<file path="config.mk">
export PLATFORM = sky130hd
export DESIGN_NAME = offtime_chopper
export DESIGN_NICKNAME = d
export VERILOG_FILES = /design/src/rtl/chop_pkg.sv /design/src/rtl/chop_leg.sv /design/src/rtl/chop_fsm.sv /design/src/rtl/offtime_chopper.sv
export SDC_FILE = /design/constraint.sdc
export NUM_CORES = 1
export LEC_CHECK = 0
export BUFFER_PORTS_ARGS = -buffer_cell sky130_fd_sc_hd__buf_4
export CAP_MARGIN = 0
export CORE_MARGIN = 4
export CORE_UTILIZATION = 30
export DETAILED_ROUTE_END_ITERATION = 10
export SLEW_MARGIN = 40
export SYNTH_ARGS = -nofsm -noshare
export SYNTH_HDL_FRONTEND = slang
export SYNTH_SLANG_ARGS = --single-unit
</file>
<file path="constraint.sdc">
create_clock -name clk -period 2.72 [get_ports clk]
set_clock_uncertainty 0.05 [all_clocks]
set_input_delay 0.408 -clock clk [delete_from_list [all_inputs] [get_ports clk]]
set_output_delay 0.408 -clock clk [all_outputs]
set_load 0.02 [all_outputs]
</file>
<file path="src/rtl/chop_pkg.sv">
// Shared definitions for the off-time current chopper.
// Assumes: decay mode codes are fixed by the block's port contract.
package chop_pkg;

    typedef enum logic [1:0] {
        ST_IDLE = 2'd0,
        ST_ON   = 2'd1,
        ST_FAST = 2'd2,
        ST_SLOW = 2'd3
    } chop_state_t;

    localparam logic [1:0] DECAY_SLOW  = 2'b00;
    localparam logic [1:0] DECAY_FAST  = 2'b01;
    localparam logic [1:0] DECAY_MIXED = 2'b10;

endpackage

</file>
<file path="src/rtl/chop_leg.sv">
// One half-bridge leg with dead-time insertion.
// Takes the requested side (high or low) and produces the two gate commands.
// On a side change, both gates drop for one edge, then wait dead_cycles more
// edges before the new side closes. Assumes dead_cycles only changes while en is low.
module chop_leg #(
    parameter int DEAD_W = 4
) (
    input  logic              clk,
    input  logic              rst_n,
    input  logic              en,
    input  logic              want_hi,
    input  logic [DEAD_W-1:0] dead_cycles,
    output logic              gate_hi,
    output logic              gate_lo
);

    logic [DEAD_W-1:0] dcnt;
    logic [DEAD_W:0]   low_run;
    logic              last_lo;
    logic              last_hi;

    localparam logic [DEAD_W-1:0] DONE = '0;
    localparam logic [DEAD_W-1:0] STEP = 1;

    // Gate sequencing: hold, open both, count the gap, then close the requested side.
    always_ff @(posedge clk) begin
        if (!rst_n) begin
            gate_hi <= 1'b0;
            gate_lo <= 1'b0;
            dcnt    <= DONE;
        end else if (!en) begin
            gate_hi <= 1'b0;
            gate_lo <= 1'b0;
            dcnt    <= dead_cycles;
        end else if ((gate_hi && want_hi) || (gate_lo && !want_hi)) begin
            dcnt    <= dcnt;
        end else if (gate_hi || gate_lo) begin
            gate_hi <= 1'b0;
            gate_lo <= 1'b0;
            dcnt    <= dead_cycles;
        end else if (dcnt != DONE) begin
            dcnt    <= dcnt - STEP;
        end else begin
            gate_hi <= want_hi;
            gate_lo <= !want_hi;
        end
    end

    // Checker state: length of the current both-open run and the last closed side.
    always_ff @(posedge clk) begin
        if (!rst_n) begin
            low_run <= '0;
            last_lo <= 1'b0;
            last_hi <= 1'b0;
        end else begin
            if (gate_hi || gate_lo)
                low_run <= '0;
            else if (low_run != '1)
                low_run <= low_run + 1'b1;
            if (gate_lo) begin
                last_lo <= 1'b1;
                last_hi <= 1'b0;
            end else if (gate_hi) begin
                last_lo <= 1'b0;
                last_hi <= 1'b1;
            end
        end
    end

    assert_no_shoot_through_R8: assert property (
        @(posedge clk) disable iff (!rst_n) !(gate_hi && gate_lo));

    assert_dead_before_hi_R9: assert property (
        @(posedge clk) disable iff (!rst_n)
        (gate_hi && !$past(gate_hi) && last_lo) |-> (low_run > {1'b0, dead_cycles}));

    assert_dead_before_lo_R9: assert property (
        @(posedge clk) disable iff (!rst_n)
        (gate_lo && !$past(gate_lo) && last_hi) |-> (low_run > {1'b0, dead_cycles}));

    assert_gates_drop_R11: assert property (
        @(posedge clk) disable iff (!rst_n) !en |=> (!gate_hi && !gate_lo));

endmodule

</file>
<file path="src/rtl/chop_fsm.sv">
// Regulation state machine for the fixed off-time chopper.
// Runs on-phase (with blanking), then fast and/or slow decay for a fixed count,
// and requests a side per leg (index 0 = leg A, 1 = leg B).
// Assumes: trip is already synchronous to clk, and counts change only while en is low.
module chop_fsm
    import chop_pkg::*;
#(
    parameter int CNT_W = 12
) (
    input  logic             clk,
    input  logic             rst_n,
    input  logic             en,
    input  logic             phase,
    input  logic             trip,
    input  logic [1:0]       decay_mode,
    input  logic [CNT_W-1:0] off_cycles,
    input  logic [CNT_W-1:0] blank_cycles,
    input  logic [CNT_W-1:0] fast_cycles,
    output logic [1:0]       want_hi
);

    localparam logic [CNT_W-1:0] ZERO = '0;
    localparam logic [CNT_W-1:0] ONE  = 1;

    chop_state_t      state;
    chop_state_t      first_off;
    logic             pol;
    logic             phase_q;
    logic [CNT_W-1:0] bcnt;
    logic [CNT_W-1:0] rem;
    logic [CNT_W-1:0] frem;
    logic [CNT_W-1:0] off_len;
    logic [CNT_W-1:0] fast_eff;
    logic [CNT_W-1:0] frem_load;

    // Off-time setup: clamp the fast share and pick the first decay state.
    always_comb begin
        off_len  = (off_cycles == ZERO) ? ONE : off_cycles;
        fast_eff = (fast_cycles > off_len) ? off_len : fast_cycles;
        case (decay_mode)
            DECAY_FAST:  frem_load = off_len;
            DECAY_MIXED: frem_load = fast_eff;
            default:     frem_load = ZERO;
        endcase
        first_off = (frem_load != ZERO) ? ST_FAST : ST_SLOW;
    end

    // Sequencing of on-phase, blanking, decay and polarity restarts.
    always_ff @(posedge clk) begin
        if (!rst_n) begin
            state   <= ST_IDLE;
            pol     <= 1'b0;
            phase_q <= 1'b0;
            bcnt    <= ZERO;
            rem     <= ZERO;
            frem    <= ZERO;
        end else begin
            phase_q <= phase;
            if (!en) begin
                state <= ST_IDLE;
            end else begin
                case (state)
                    ST_IDLE: begin
                        state <= ST_ON;
                        pol   <= phase;
                        bcnt  <= blank_cycles;
                    end
                    ST_ON: begin
                        if (bcnt != ZERO) begin
                            bcnt <= bcnt - ONE;
                        end else if (trip) begin
                            state <= first_off;
                            rem   <= off_len;
                            frem  <= frem_load;
                        end
                    end
                    default: begin
                        if (phase != phase_q) begin
                            state <= first_off;
                            rem   <= off_len;
                            frem  <= frem_load;
                        end else if (rem <= ONE) begin
                            state <= ST_ON;
                            pol   <= phase;
                            bcnt  <= blank_cycles;
                        end else begin
                            rem <= rem - ONE;
                            if (state == ST_FAST) begin
                                if (frem <= ONE)
                                    state <= ST_SLOW;
                                frem <= frem - ONE;
                            end
                        end
                    end
                endcase
            end
        end
    end

    // Side request per leg from state and captured polarity.
    always_comb begin
        case (state)
            ST_ON:   want_hi = {pol, !pol};
            ST_FAST: want_hi = {!pol, pol};
            default: want_hi = 2'b00;
        endcase
    end

    assert_idle_when_disabled_R11: assert property (
        @(posedge clk) disable iff (!rst_n) !en |=> (state == ST_IDLE));

    assert_blank_holds_on_R3: assert property (
        @(posedge clk) disable iff (!rst_n)
        (state == ST_ON && bcnt != ZERO) |=> (state == ST_ON || state == ST_IDLE));

    assert_slow_never_back_to_fast_R7: assert property (
        @(posedge clk) disable iff (!rst_n)
        (state == ST_SLOW && phase == phase_q) |=> (state != ST_FAST));

endmodule

</file>
<file path="src/rtl/offtime_chopper.sv">
// Top of the fixed off-time winding current chopper.
// Combines the regulation state machine with two dead-time legs.
// Assumes an external comparator drives trip synchronously and the power stage
// maps gate_* one-to-one onto the bridge switches.
module offtime_chopper #(
    parameter int CNT_W  = 12,
    parameter int DEAD_W = 4
) (
    input  logic              clk,
    input  logic              rst_n,
    input  logic              en,
    input  logic              phase,
    input  logic              trip,
    input  logic [1:0]        decay_mode,
    input  logic [CNT_W-1:0]  off_cycles,
    input  logic [CNT_W-1:0]  blank_cycles,
    input  logic [CNT_W-1:0]  fast_cycles,
    input  logic [DEAD_W-1:0] dead_cycles,
    output logic              gate_ah,
    output logic              gate_al,
    output logic              gate_bh,
    output logic              gate_bl
);

    localparam int LEGS = 2;

    logic [LEGS-1:0] want_hi;
    logic [LEGS-1:0] hi;
    logic [LEGS-1:0] lo;

    chop_fsm #(.CNT_W(CNT_W)) u_fsm (
        .clk          (clk),
        .rst_n        (rst_n),
        .en           (en),
        .phase        (phase),
        .trip         (trip),
        .decay_mode   (decay_mode),
        .off_cycles   (off_cycles),
        .blank_cycles (blank_cycles),
        .fast_cycles  (fast_cycles),
        .want_hi      (want_hi)
    );

    for (genvar g = 0; g < LEGS; g++) begin : g_leg
        chop_leg #(.DEAD_W(DEAD_W)) u_leg (
            .clk         (clk),
            .rst_n       (rst_n),
            .en          (en),
            .want_hi     (want_hi[g]),
            .dead_cycles (dead_cycles),
            .gate_hi     (hi[g]),
            .gate_lo     (lo[g])
        );
    end

    assign gate_ah = hi[0];
    assign gate_al = lo[0];
    assign gate_bh = hi[1];
    assign gate_bl = lo[1];

endmodule

</file>
## Word level (Yosys, flattened, before mapping)

Cells that the tools add are included.
Widths: inputs -> output; s select.

| storage, ports and cells | value |
|---|---|
| input port bits | 47 |
| logic and storage cells | 119 |
| flip-flop bits (word level) | 52 |

| operators by class | value |
|---|---|
| reduce and logical (&&, ||, !) cells | 32 |
| bitwise gates (word level) | 4 |
| order comparisons | 3 |
| $add $sub $neg | 5 |
| muxes and demuxes | 46 |
| equal/unequal tests | 17 |

Operators with widths:

| cell | count |
|---|---|
| $mux 12 | 14 |
| $pmux 12 s2 | 4 |
| $sub 12x1->12 const B | 3 |
| $mux 4 | 8 |
| $le 12x1->1 const B | 2 |
| $reduce_bool 12->1 | 2 |
| $ne 2x2->1 const B | 7 |
| $gt 12x12->1 | 1 |
| $logic_not 12->1 | 1 |
| $mux 2 | 6 |
| $reduce_and 4->1 | 3 |
| $mux 1 | 11 |
| $reduce_and 2->1 | 5 |
| $reduce_bool 5->1 | 2 |
| $pmux 2 s2 | 2 |
| $reduce_bool 4->1 | 2 |
| $sub 4x1->4 const B | 2 |
| $ne 3x1->1 const B | 2 |
| $reduce_and 6->1 | 1 |
| $reduce_bool 3->1 | 2 |
| $reduce_and 5->1 | 1 |
| $eq 2x1->1 const B | 2 |
| $eq 2x2->1 const B | 2 |
| $logic_and 1x1->1 | 4 |
| other kinds (10) | 18 |

## Depth between registers and ports, before layout

Gate-level depths: netlist (run 1).

| depth | value |
|---|---|
| word-level depth | 10 |
| mapped depth | 12 |

## By module

From an unflattened synthesis (run 1), not the netlist that was laid out.

| unflattened totals | value |
|---|---|
| cells, all modules | 570 |
| area, all modules | 4287.9 um2 |

Modules (own cells, without submodules):

| module | times used | cells each | area each (um2) | seq. area each (um2) |
|---|---|---|---|---|
| chop_fsm | 1 | 456 | 3304.4 | 800.8 |
| chop_leg | 2 | 57 | 491.7 | 120.1 |

## Least setup slack after synthesis (run 1)

OpenSTA, ideal clock, no wires.

| path | value |
|---|---|
| path kind | in2reg |
| from | in off_cycles[11] |
| to | reg u_fsm.frem[0] |
| buffers on the path | 1 |
| stages on the path | 10 |
| required time | 2578 ps |
| arrival | 2293 ps |
| library setup time | 92 ps |
| slack | 285 ps |
| cells stage by stage | inv_1 -> ha_1 -> a21oi_1 -> o21ai_0 -> or4_1 -> o22ai_1 -> buf_2 -> nand3_1 -> o211a_1 -> o32ai_1 |

| on the way | value |
|---|---|
| longest elaborated chain between the ends | 8 |
| elaborated cells between the ends (all ways) | 9 |
| classes of those cells | order compare: 1; mux: 7; reduce/logical: 1 |

RTL lines:

| item | line | source |
|---|---|---|
| start, declared | offtime_chopper.sv:15 | `input logic [CNT_W-1:0] off_cycles,` |
| $logic_not 12->1 | chop_fsm.sv:38 | `off_len = (off_cycles == ZERO) ? ONE : off_cycles;` |
| $mux 12 (*) | chop_fsm.sv:38 |  |
| $gt 12x12->1 | chop_fsm.sv:39 | `fast_eff = (fast_cycles > off_len) ? off_len : fast_cycles;` |
| $mux 12 | chop_fsm.sv:39 |  |
| $pmux 12 s2 (*) | chop_fsm.sv:40 | `case (decay_mode)` |
| $mux 12 | chop_fsm.sv:71 | `end else if (trip) begin` |
| $mux 12 | chop_fsm.sv:69 | `if (bcnt != ZERO) begin` |
| $pmux 12 s2 (*) | chop_fsm.sv:62 | `case (state)` |
| end signal, assigned | chop_fsm.sv:74 | `frem <= frem_load;` |
| end signal, assigned | chop_fsm.sv:81 | `frem <= frem_load;` |
| end signal, assigned | chop_fsm.sv:91 | `frem <= frem - ONE;` |
| end, declared | chop_fsm.sv:31 | `logic [CNT_W-1:0] frem;` |

Mark *: on every way between the ends. The rest lies on a longest branch, timed or not. The select of a mux whose other input is x is not followed.
A chain may end at the register's enable or synchronous reset.

## Final worst setup path (run 1)

| path | value |
|---|---|
| from | reg u_fsm.bcnt[0] |
| to | reg u_fsm.rem[9] |

| on the way | value |
|---|---|
| longest elaborated chain between the ends | 3 |

RTL lines:

| item | line | source |
|---|---|---|
| start, declared | chop_fsm.sv:29 | `logic [CNT_W-1:0] bcnt;` |
| start signal, assigned | chop_fsm.sv:66 | `bcnt <= blank_cycles;` |
| start signal, assigned | chop_fsm.sv:70 | `bcnt <= bcnt - ONE;` |
| start signal, assigned | chop_fsm.sv:85 | `bcnt <= blank_cycles;` |
| $reduce_bool 12->1 | chop_fsm.sv:69 |  |
| $ne 2x2->1 (no line) | - |  |
| $reduce_and 5->1 (no line) | - |  |
| end signal, assigned | chop_fsm.sv:73 | `rem <= off_len;` |
| end signal, assigned | chop_fsm.sv:80 | `rem <= off_len;` |
| end signal, assigned | chop_fsm.sv:87 | `rem <= rem - ONE;` |
| end, declared | chop_fsm.sv:30 | `logic [CNT_W-1:0] rem;` |

No other way between the ends.

==> flow_summary.ini, run 1 <==
[outcome]
status = finished, final reports clean

[worst_hold_path]
hp-class = input pin to register

[synth]
synth_edf_count = 0
yosysUniqueCellTypes = 61
syn_area_per_cell_um2 = 7.47
synth_ff_type = dfxtp_1
syn_nets = 581
yosysSeqAreaShare_pct = 27.3
async_flop_share_pct = 0
syn_area_um2 = 3810
ys_ff_latch = 52
synth_cells = 510
ys_warn_count = 0

[cts]
cts_root_buf = clkbuf_16
htree_levels = 2
cts.reportedPaths.clkPinSlew_ns = 0.07
cts.repair.resized = 0
cts_hold_buffers = 0
cts.sinks = 52
cts_tree = yes
post_cts_buffers = 0
clockBufferDepth = 2
cts_buffers = 5
clkLatencyLatePin_ns = 0.30

[pwr]
power.density_nw_per_um2 = 563
switching_share_pct = 36.8
p_int_mw = 1.65
ir_drop_uv = 237
power_frac_clock_pct = 25.2
power_frac_comb_pct = 39.6
p_sw_uw = 963
p_leak_nw = 1.87
power_frac_seq_pct = 35.2

[worst_setup_path]
path_class = register to register
start_kind = register
required_ns = 2.89
crit_path_end_kind = register
worstPathArrival_ns = 2.69
cp_max_fo = 11

[sta]
finalSetupViolations = 0
worstMarginPinSlew_ns = 0.576
fmax_mhz = 398
final.setup.tns_ns = 0
slew_headroom_pct = 61.2
fin_crit_sh_pct = 92.4
finalHoldViolCount = 0
grt_setup_unrepaired = false
slew_viol_final = 0
fin_crit_ns = 2.51

[route]
drc = 0
vias = 4006
routed_wl_mm = 11.3
route.met2.wl_mm = 5.28
ant_nets = 0
drtIter0Drc = 326
wl_met3_um = 484
top_layer_used = met4
viasPerCell = 5.43
firstDrtPassIters = 5
wl_per_cell_um = 15.3
drt-met1-wl_mm = 5.27

[die]
core-area_um2 = 12200
die_y_um = 121
start_util_pct = 31.2
die_area_um2 = 14600
die_x_um = 121
rows = 40
pin_count = 51

[placed_design]
post-place-cells = 730
dp_hpwl_mm = 8.50
routabilityCongestion = 0.966
io_buffers = 50

[grt]
grt_first_pass_wirelength_mm = 18.4
grt-ovfl-total = 0
grt_pass1_vias = 3775
grt_max_degree = 27
antenna_found_initial = 0
grtUsageTotal_pct = 15.5

[layout]
fin_cells = 738
syn_to_final_growth_pct = 21.9
drive_above_1_share_pct = 20.0
finish.utilization_pct = 38.1
most-common-layout-cells = buf_4, nor2_1, dfxtp_1
n_antenna_cell = 0
regArea_um2 = 1040
final_common_cell = buf_4
fill_cells = 1284
final_nets = 640
multiInputGateArea_um2 = 2550

[run]
timing.max_cap.violations = 0
## cell usage after synthesis (5+ instances only)
cell / count / area [um2]
inv_1: 33 / 124
a31oi_1: 6 / 37.5
o21ai_1: 5 / 25.0
nand2b_1: 9 / 56.3
nor2b_1: 6 / 37.5
clkbuf_1: 17 / 63.8
dfxtp_1: 52 / 1040
nor4_1: 13 / 81.3
nand3_1: 17 / 85.1
nand2_1: 41 / 154
o221a_2: 8 / 90.1
o21a_1: 5 / 37.5
a32oi_1: 5 / 43.8
nor3_1: 29 / 145
o21ai_0: 33 / 165
a211oi_1: 9 / 67.6
nor2_1: 67 / 251
ha_1: 24 / 300
mux2i_1: 6 / 60.1
a21oi_1: 36 / 180
a221oi_1: 5 / 43.8
## worst paths after layout
| check | startpoint | end | slack (ns) | depth (start not counted) |
|---|---|---|---|---|
| setup / recovery | u_fsm.bcnt[0]$_SDFFE_PN0P_ | u_fsm.rem[9]$_SDFFE_PN0P_ | 0.21 | 10 |
| hold reg to reg | u_fsm.bcnt[6]$_SDFFE_PN0P_ | u_fsm.bcnt[6]$_SDFFE_PN0P_ | 0.43 | 2 |
| setup reg to reg | u_fsm.bcnt[0]$_SDFFE_PN0P_ | u_fsm.rem[9]$_SDFFE_PN0P_ | 0.21 | 10 |
| hold / removal | phase | u_fsm.phase_q$_SDFF_PN0_ | 0.29 | 2 |
## power groups by stage
stage | clock network (mW) | logic (mW) | registers [mW]
global placement | 0 | 1.00 | 0.933
detailed placement | 0 | 1.03 | 0.936
CTS | 0.685 | 1.03 | 0.919
global route | 0.705 | 1.15 | 0.934
floorplan | 0 | 0.722 | 0.924
finish | 0.658 | 1.04 | 0.921
## cell type report
type / count / area share (%)
multi-input combinational: 401 / 55.0
sequential: 52 / 22.4
timing repair buffer: 76 / 12.3
tap: 168 / 4.52
inverter: 33 / 2.67
clock buffer: 8 / 3.15
## flip-flops by register name, indices dropped and copies added, names as in the netlist
name,cells
u_fsm.bcnt,12
u_fsm.frem,12
u_fsm.rem,12
g_leg.u_leg.dcnt,8
g_leg.u_leg.gate_hi,2
g_leg.u_leg.gate_lo,2
u_fsm.state,2
u_fsm.phase_q,1
u_fsm.pol,1
## cell families (layout without fill, tap and decap cells)
logic type / after synthesis / in the layout / synth area share, %
fa+ha+maj: 24 / 24 / 7.88
simple gates: 209 / 209 / 26.5
xor+xnor: 1 / 1 / 0.230
buf+inv: 57 / 117 / 6.04
compound gates: 161 / 161 / 30.5
flops: 52 / 52 / 27.3
mux: 6 / 6 / 1.58
## per-layer routing
| metal | vias to the layer above | track usage [%] |
|---|---|---|
| met5 | - | 0 |
| met4 | 0 | 5.17 |
| met3 | 26 | 2.57 |
| met2 | 110 | 26.0 |
| met1 | 1875 | 20.1 |
| li1 | 1995 | - |
## stage by stage
step / worst slack [ns] / cell area [um2] / hold WS, ns / total power, mW
2_1_floorplan: 0.285 / 3810 / 0.397 / 1.65
3_3_place_gp: -0.00985 / 4500 / 0.412 / 1.93
3_5_place_dp: -0.0268 / 4500 / 0.425 / 1.96
4_1_cts: 0.123 / 4640 / 0.284 / 2.64
5_1_grt: 0.0183 / 4650 / 0.290 / 2.79
6_report: 0.206 / 4650 / 0.290 / 2.62
## critical path: stages, from the launching register on
cell and delay [ns]:
dfxtp_1 0.33, inv_1 0.09, ha_1 0.21, or3b_4 0.42
nor2b_1 0.11, buf_4 0.17, a41oi_4 0.18, or3b_4 0.50
nor2_2 0.13, nor2_1 0.05, a211oi_2 0.19
Power figures use the tool's default switching activity.
==> run 2, diff against run 1 <==
==> constraint.sdc (replaced) <==
create_clock -name clk -period 2.5 [get_ports clk]
set_clock_uncertainty 0.05 [all_clocks]
set_input_delay 0.375 -clock clk [delete_from_list [all_inputs] [get_ports clk]]
set_output_delay 0.375 -clock clk [all_outputs]
set_load 0.005 [all_outputs]
==> run 2 against run 1 <==
Compared with the run above: critical path depth unchanged; routed wire length down 1.2%; via count rose by 2.7%; register-to-register slack worse by 0.09 ns; fmax up 5.6%; die area did not move; hold slack worse by 0.024 ns; setup slack worse by 0.086 ns.
==> flow_summary.ini, run 2 (synthesized netlist as in run 1, its figures left out) <==
[outcome]
status = finished, final reports clean

[sta]
fin_crit_sh_pct = 95.2
finalHoldViolCount = 0
slew_headroom_pct = 54.7
finalSetupViolations = 0
fmax_mhz = 420
fin_ws_ns = 0.120
grt_setup_unrepaired = false
worstMarginPinSlew_ns = 0.678
fin_crit_ns = 2.38
slew_viol_final = 0

[layout]
finish.utilization_pct = 39.8
syn_to_final_growth_pct = 27.5
drive_above_1_share_pct = 24.2
final_nets = 664
most-common-layout-cells = buf_4, nor2_1, dfxtp_1
reg.largest.list = u_fsm.bcnt (12), u_fsm.frem (12), u_fsm.rem (12)
final_cell_area_um2 = 4860
n_antenna_cell = 0
final_common_cell = buf_4

[grt]
grt_first_pass_wirelength_mm = 18.5
grt_max_degree = 34
grtUsageTotal_pct = 15.2
grt-ovfl-total = 0
antenna_found_initial = 0
grt_pass1_vias = 3868

[worst_setup_path]
worst-path-stages = 10
crit_chain = inv_1, ha_1, or3b_4, nor2b_2, buf_4, nand3_1, o311ai_2, buf_12, nor2_1, o221a_2
cp_max_fo = 17
path_class = register to register
crit_start = u_fsm.bcnt[0]$_SDFFE_PN0P_
worstPathArrival_ns = 2.52
cp_slowest_cell = or3b_4
ff2ff_setup_slack_ns = 0.12
critPathTopFamily = simple AND/OR/NAND/NOR gates
crit_buf_inv = 3
start_kind = register
rr_endpoint = u_fsm.bcnt[5]$_SDFFE_PN0P_
crit_path_end_kind = register
required_ns = 2.64
cpPeakStageDelay_ns = 0.42
reg2reg_depth = 10
r2r-start = u_fsm.bcnt[0]$_SDFFE_PN0P_

[placed_design]
pre_cts_ws_ns = -0.249
dp_hpwl_mm = 8.50
routabilityCongestion = 0.860
io_buffers = 50
dpl_cell_area_um2 = 4690

[route]
viasPerCell = 5.40
routed_wl_mm = 11.2
vias = 4113
wl_per_cell_um = 14.6
drtIter0Drc = 349
firstDrtPassIters = 5
drc = 0
ant_nets = 0

[cts]
cts_tree = yes
cts_buffers = 5
clkLatencyLatePin_ns = 0.30
post_cts_buffers = 0
htree_levels = 2
cts_root_buf = clkbuf_16
cts.sinks = 52
clockBufferDepth = 2
cts.reportedPaths.clkPinSlew_ns = 0.07

[worst_hold_path]
hold_end = u_fsm.phase_q$_SDFF_PN0_
min-delay-start = phase
hp-class = input pin to register
hold_depth = 2

[die]
start_util_pct = 31.2
die_x_um = 121
die_y_um = 121
core-area_um2 = 12200
rows = 40
die_area_um2 = 14600
pin_count = 51

[pwr]
total_power_mw = 2.86
power.density_nw_per_um2 = 589
p_leak_nw = 2.00
p_int_mw = 1.81
power_frac_seq_pct = 35.0
p_sw_mw = 1.05
power_frac_clock_pct = 24.3
power_frac_comb_pct = 40.7
switching_share_pct = 36.8
ir_drop_uv = 256

[run]
timing.max_cap.violations = 0
[run 2: worst register-to-register path: stages, from the launching register on]
cell      delay [ns]
dfxtp_1         0.33
inv_1           0.09
ha_1            0.20
or3b_4          0.42
nor2b_2         0.18
buf_4           0.18
nand3_1         0.09
o311ai_2        0.21
buf_12          0.22
nor2_1          0.05
o221a_2         0.25
[run 2: per-stage QoR]
stage	hold WS (ns)	setup TNS [ns]	instances
3_5_place_dp	0.423	-1.87	754
4_1_cts	0.265	0	762
5_1_grt	0.265	0	762
3_3_place_gp	0.410	-1.24	754
6_report	0.265	0	762
2_1_floorplan	0.397	0	510
[run 2: power by group through the flow]
stage / combinational [mW] / sequential [mW] / clock [mW]
2_1_floorplan: 0.786 / 0.999 / 0
3_3_place_gp: 1.12 / 1.01 / 0
3_5_place_dp: 1.15 / 1.02 / 0
4_1_cts: 1.15 / 0.999 / 0.717
5_1_grt: 1.30 / 1.02 / 0.749
6_report: 1.17 / 1.00 / 0.697
[run 2: layer usage]
metal  routed length, um  track usage (%)  part of all wire (%)
met5                   0                0                     0
met4                 227             4.18                   2.0
met3                 522             2.25                   4.7
met2                5300             26.9                    48
met1                5100             19.2                    46
[run 2: timing repair]
item / 4_1_cts / 5_1_grt
hold buffers: 0 / 0
endpoints found under the setup margin: 0 / 24
gates resized for setup: 0 / 5
[run 2: cell type report]
cell class              instances  area (um2)
multi-input cells             401        2580
repair buffers                100         763
well taps                     168         210
clock buffers                   6         129
flip-flops and latches         52        1040
inverters                      33         124
fillers                      1283        7350
clock inverters                 2        16.3
[run 2: how the worst max path moves through the flow]
stage	endpoint
after floorplan	u_fsm.frem[0]$_SDFFE_PN0P_
after global placement	u_fsm.frem[6]$_SDFFE_PN0P_
after detailed placement	u_fsm.frem[3]$_SDFFE_PN0P_
after CTS	u_fsm.frem[3]$_SDFFE_PN0P_
after global routing	u_fsm.rem[9]$_SDFFE_PN0P_
final	u_fsm.bcnt[5]$_SDFFE_PN0P_
